$ cat src/rtl/pts_pkg.sv
package pts_pkg;
  localparam int unsigned DIV_W   = 4;
  localparam int unsigned START_W = 6;
  localparam int unsigned N_PATH  = 2;
  localparam int unsigned PRI     = 0;
  localparam int unsigned SEC     = 1;
endpackage

$ cat src/rtl/pts_holdoff.sv
module pts_holdoff #(
  parameter int unsigned START_W = pts_pkg::START_W
) (
  input  logic               clk_i,
  input  logic               rst_ni,
  input  logic               en_i,
  input  logic               cyc_start_i,
  input  logic [START_W-1:0] start_i,
  output logic               ready_o
);
  logic [START_W-1:0] cnt_q;

  assign ready_o = en_i && (cnt_q >= start_i);

  always_ff @(posedge clk_i or negedge rst_ni) begin
    if (!rst_ni)                       cnt_q <= '0;
    else if (!en_i)                    cnt_q <= '0;
    else if (cyc_start_i && !ready_o)  cnt_q <= cnt_q + 1'b1;
  end

  p_hold_clear_r7: assert property (@(posedge clk_i) disable iff (!rst_ni)
    !en_i |=> (cnt_q == '0));
  p_hold_step_r2: assert property (@(posedge clk_i) disable iff (!rst_ni)
    (en_i && !cyc_start_i) |=> (cnt_q == $past(cnt_q)));
endmodule

$ cat src/rtl/pts_divider.sv
module pts_divider #(
  parameter int unsigned DIV_W = pts_pkg::DIV_W
) (
  input  logic             clk_i,
  input  logic             rst_ni,
  input  logic             en_i,
  input  logic             ready_i,
  input  logic             evt_i,
  input  logic [DIV_W-1:0] div_i,
  output logic             fire_o
);
  logic [DIV_W-1:0] cnt_q, lim_q;
  logic             take;

  assign take   = ready_i && evt_i;
  assign fire_o = take && (cnt_q == lim_q);

  always_ff @(posedge clk_i or negedge rst_ni) begin
    if (!rst_ni) begin
      cnt_q <= '0;
      lim_q <= '0;
    end else if (!en_i) begin
      cnt_q <= '0;
      lim_q <= div_i;
    end else if (take) begin
      if (cnt_q == lim_q) begin
        cnt_q <= '0;
        lim_q <= div_i;   // new divider applies at wrap
      end else begin
        cnt_q <= cnt_q + 1'b1;
      end
    end
  end

  p_cnt_bound_r1: assert property (@(posedge clk_i) disable iff (!rst_ni)
    cnt_q <= lim_q);
  p_lim_hold_r8: assert property (@(posedge clk_i) disable iff (!rst_ni)
    (en_i && !fire_o) |=> $stable(lim_q));
endmodule

$ cat src/rtl/pwm_trig_postscaler.sv
module pwm_trig_postscaler
  import pts_pkg::*;
#(
  parameter int unsigned DW = DIV_W,
  parameter int unsigned SW = START_W
) (
  input  logic          clk_i,
  input  logic          rst_ni,
  input  logic          en_i,
  input  logic          cyc_start_i,
  input  logic          pri_evt_i,
  input  logic          sec_evt_i,
  input  logic [DW-1:0] div_i,
  input  logic [SW-1:0] start_i,
  input  logic          dual_i,
  output logic          pri_trig_o,
  output logic          sec_trig_o,
  output logic          irq_o
);
  logic              ready;
  logic [N_PATH-1:0] evt, fire;

  assign evt = {sec_evt_i, pri_evt_i};

  pts_holdoff #(.START_W(SW)) u_hold (
    .clk_i(clk_i), .rst_ni(rst_ni), .en_i(en_i),
    .cyc_start_i(cyc_start_i), .start_i(start_i), .ready_o(ready)
  );

  for (genvar g = 0; g < N_PATH; g++) begin : g_path
    pts_divider #(.DIV_W(DW)) u_div (
      .clk_i(clk_i), .rst_ni(rst_ni), .en_i(en_i), .ready_i(ready),
      .evt_i(evt[g]), .div_i(div_i), .fire_o(fire[g])
    );
  end

  always_ff @(posedge clk_i or negedge rst_ni) begin
    if (!rst_ni) begin
      pri_trig_o <= 1'b0;
      sec_trig_o <= 1'b0;
      irq_o      <= 1'b0;
    end else begin
      pri_trig_o <= fire[PRI] | (dual_i & fire[SEC]);
      sec_trig_o <= ~dual_i & fire[SEC];
      irq_o      <= fire[PRI];
    end
  end

  p_hold_gate_r2: assert property (@(posedge clk_i) disable iff (!rst_ni)
    !ready |=> (!pri_trig_o && !sec_trig_o && !irq_o));
  p_dual_quiet_r3: assert property (@(posedge clk_i) disable iff (!rst_ni)
    dual_i |=> !sec_trig_o);
  p_irq_pri_r5: assert property (@(posedge clk_i) disable iff (!rst_ni)
    irq_o |-> pri_trig_o);
  p_sep_r4: assert property (@(posedge clk_i) disable iff (!rst_ni)
    (!dual_i && !pri_evt_i) |=> (!pri_trig_o && !irq_o));
endmodule

$ cat config.mk
export PLATFORM = sky130hd
export DESIGN_NAME = pwm_trig_postscaler
export DESIGN_NICKNAME = d
export VERILOG_FILES = /design/src/rtl/pts_pkg.sv /design/src/rtl/pts_holdoff.sv /design/src/rtl/pts_divider.sv /design/src/rtl/pwm_trig_postscaler.sv
export SDC_FILE = /design/constraint.sdc
export NUM_CORES = 1
export LEC_CHECK = 0
export BUFFER_PORTS_ARGS = -buffer_cell sky130_fd_sc_hd__buf_2
export CAP_MARGIN = 25
export CORE_ASPECT_RATIO = 0.6
export CORE_MARGIN = 1.5
export CORE_UTILIZATION = 51
export DETAILED_ROUTE_END_ITERATION = 16
export GPL_TIMING_DRIVEN = 0
export PLACE_DENSITY = 0.85
export SYNTH_ARGS = -nofsm -noshare
export SYNTH_HDL_FRONTEND = slang
export SYNTH_SLANG_ARGS = --single-unit
$ cat constraint.sdc
create_clock -name clk_i -period 2 [get_ports clk_i]
set_clock_uncertainty 0.2 [all_clocks]
set_input_delay 0.5 -clock clk_i [delete_from_list [all_inputs] [get_ports clk_i]]
set_output_delay 0.5 -clock clk_i [all_outputs]
set_load 0.005 [all_outputs]
==> flow_summary.toml <==
[status]
status = "complete, but fails checks"
violations = "setup timing"

[drt]
wirelength_mm = 4.39
drt_iter0_drc = 66
via_per_inst = 6.18
ant_nets = 0
via_count = 1323
drt_first_pass_iters = 4
wl_per_cell_um = 20.5
drc = 0

[finish]
n_antenna_cell = 0
final_area_sq_um = 2080
drive_gt1_frac = 0.516
post-route-util = 0.797
layout.nets = 209
n_fill_cell = 138
syn_to_final_growth_pct = 41.7

[min_path]
min_path_type = "in -> async"

[floorplanning]
num_rows = 14
boundaryPins = 20
core_area_sq_um = 2610
chipHeight_um = 44.6
die_w_um = 72.3
start_util = 0.562
die_area_sq_um = 3220

[logic_synthesis]
yosysTopAreaCellShare = 0.426
netlist_area_sq_um = 1470
synth-async-reset-ratio = 1.00
ys_types = 37
avgSynthCellArea_sq_um = 10.6
synth_common_cells = "25 x dfrtp_1, 12 x nand2_1, 9 x a21oi_1, 9 x ha_1, 9 x inv_1"
yosys_warnings = 0
syn_inst = 138
synth.most_common_cell = "dfrtp_1"
ys_ff_latch = 25
synth_top_area_cell = "dfrtp_1"
synth_fp_nets = 164
ys.flop_type = "dfrtp_1"
synth-edff-count = 0
ys_seq_area_frac = 0.426
yosys-top-cells-area = "dfrtp_1 43%, ha_1 7.7%, mux2_2 6.1%, xnor2_1 4.8%, a21oi_1 3.1%"

[global_routing]
grt_overflow_total = 0
grt_max_degree = 26
grt_pass1_vias = 1284
grt_first_pass_wirelength_mm = 6.30
grt.total_usage = 0.267
antenna_found_initial = 0

[power]
pwr_density_cell_nw_per_um2 = 533
clkPwrFrac = 0.271
combPwrFrac = 0.236
pwr-share-seq = 0.493
p_sw_uw = 315
leakagePower_nw = 0.928
intPower_uw = 793
p_sw_frac = 0.284
worst_ir_drop_vdd_mv = 0.413

[worst_setup_path]
startpoint_type = "register"
crit_type = "reg -> reg"
required_ns = 1.99
cp_max_fo = 7
worst_ep_arrival_time_ns = 2.09
endpoint_kind = "register"

[clock_network]
clk_pin_slew_worst_paths_ns = 0.09
cts_tree = "built"
clk_path_buf_depth = 2
clk_latency_ns = 0.27
htree_levels = 1
cts_hold_buf = 0
cts.sink_count = 25
cts-buffers-inserted = 3
cts_root_buffer = "clkbuf_8"

[timing]
maxSlewViolCount = 0
period_needed_ns = 2.10
slew_headroom = 0.617
finalCritPeriodShare = 1.05
setup_slack_ns = -0.0972
rsz0062_at_grt = "true"
timing.final.hold_violations = 0
setup_viol = 20
worst_pin_slew_ns = 0.575
fmax_mhz = 477

[place]
place.gp.congestion = 0.845
portBuffers = 19
postPlaceCellArea_sq_um = 1750
hpwl_mm = 2.55

[job]
maxCapViolations = 0
[flip-flops by register name (all words and copies together) (netlist names)]
register / count
pri_trig_o: 1
irq_o: 1
g_path.u_div.cnt_q: 8
u_hold.cnt_q: 6
sec_trig_o: 1
g_path.u_div.lim_q: 8
[metal layers]
| metal | routed length [um] | GRT usage | part of all wire |
|---|---|---|---|
| met3 | 418 | 0.0752 | 0.095 |
| met2 | 2110 | 0.457 | 0.48 |
| met1 | 1770 | 0.341 | 0.40 |
| met5 | 0 | 0 | 0 |
| met4 | 92 | 0.0679 | 0.021 |
[metrics by stage]
step	hold slack, ns	setup TNS (ns)	worst slack [ns]	instances	total power, mW
3_3_place_gp	0.299	-4.34	-0.319	189	0.736
3_5_place_dp	0.321	-6.25	-0.388	189	0.751
5_1_grt	0.0564	-1.80	-0.137	214	1.15
6_report	0.0130	-0.925	-0.0972	214	1.11
2_1_floorplan	0.00441	-0.470	-0.0679	138	0.688
4_1_cts	0.0284	-0.420	-0.0666	206	1.08
[repair_timing]
action,4_1_cts,5_1_grt
pin swaps,14,18
setup buffers,13,9
gates resized for setup,11,14
endpoints found under the setup margin,20,21
[critical path, stage by stage (launching register included)]
cell     delay (ns)
dfrtp_2        0.45
ha_4           0.31
nand2_4        0.05
nor2_4         0.19
a31oi_4        0.15
buf_6          0.16
or3b_1         0.35
a21oi_1        0.14
[final timing paths]
check / start / to / slack, ns / depth (start not counted)
setup / recovery: u_hold.cnt_q[3] / g_path[0].u_div.cnt_q[0] / -0.1 / 7
hold / removal: rst_ni / pri_trig_o / 0.01 / 1
setup reg to reg: u_hold.cnt_q[3] / g_path[0].u_div.cnt_q[0] / -0.1 / 7
hold reg to reg: g_path[0].u_div.lim_q[1] / g_path[0].u_div.lim_q[1] / 0.34 / 1
max in group asynchronous: rst_ni / u_hold.cnt_q[2] / 1.17 / 1
min in group clk_i: dual_i / sec_trig_o / 0.22 / 2
[power by group through the flow]
| stage | Sequential (mW) | Clock, mW | Combinational (mW) |
|---|---|---|---|
| 5_1_grt | 0.548 | 0.324 | 0.277 |
| 6_report | 0.546 | 0.300 | 0.262 |
| 2_1_floorplan | 0.553 | 0 | 0.135 |
| 3_3_place_gp | 0.556 | 0 | 0.180 |
| 3_5_place_dp | 0.558 | 0 | 0.193 |
| 4_1_cts | 0.545 | 0.304 | 0.226 |
[cells by family (layout without fill, tap and decap cells)]
family                   after synthesis  count (layout)  share of synthesized area
adder cells (fa/ha/maj)                9               9                     0.0767
AND/OR/NAND/NOR                       41              41                      0.155
buffers and inverters                 12              56                     0.0307
flip-flops                            25              25                      0.426
AO/OA/AOI/OAI                         29              29                      0.165
multiplexers                          10              10                     0.0750
XOR/XNOR                              12              12                     0.0716
[layout make-up]
type                       instances  area (sq um)  share of cell area
timing repair buffer              40           268               0.129
tap                               32          40.0              0.0193
clock buffer                       3          41.3              0.0199
inverter                          10          52.6              0.0253
multi-input combinational        101          1040               0.498
buffer                             2          7.51             0.00361
clock inverter                     1          5.00             0.00241
sequential                        25           629               0.303
[layout by cell type, fill, tap and decap left out, drive strengths merged, types with 3 or more instances in the layout]
| cell type | n |
|---|---|
| nand2 | 12 |
| mux2 | 8 |
| xor2 | 4 |
| nand2b | 4 |
| inv | 10 |
| a21oi | 9 |
| clkbuf | 5 |
| nor2 | 7 |
| dfrtp | 25 |
| buf | 40 |
| nand3 | 7 |
| xnor2 | 8 |
| a211oi | 3 |
| o21ai | 3 |
| ha | 9 |
| o211ai | 3 |
No activity file was read; power rests on OpenSTA's default activity.
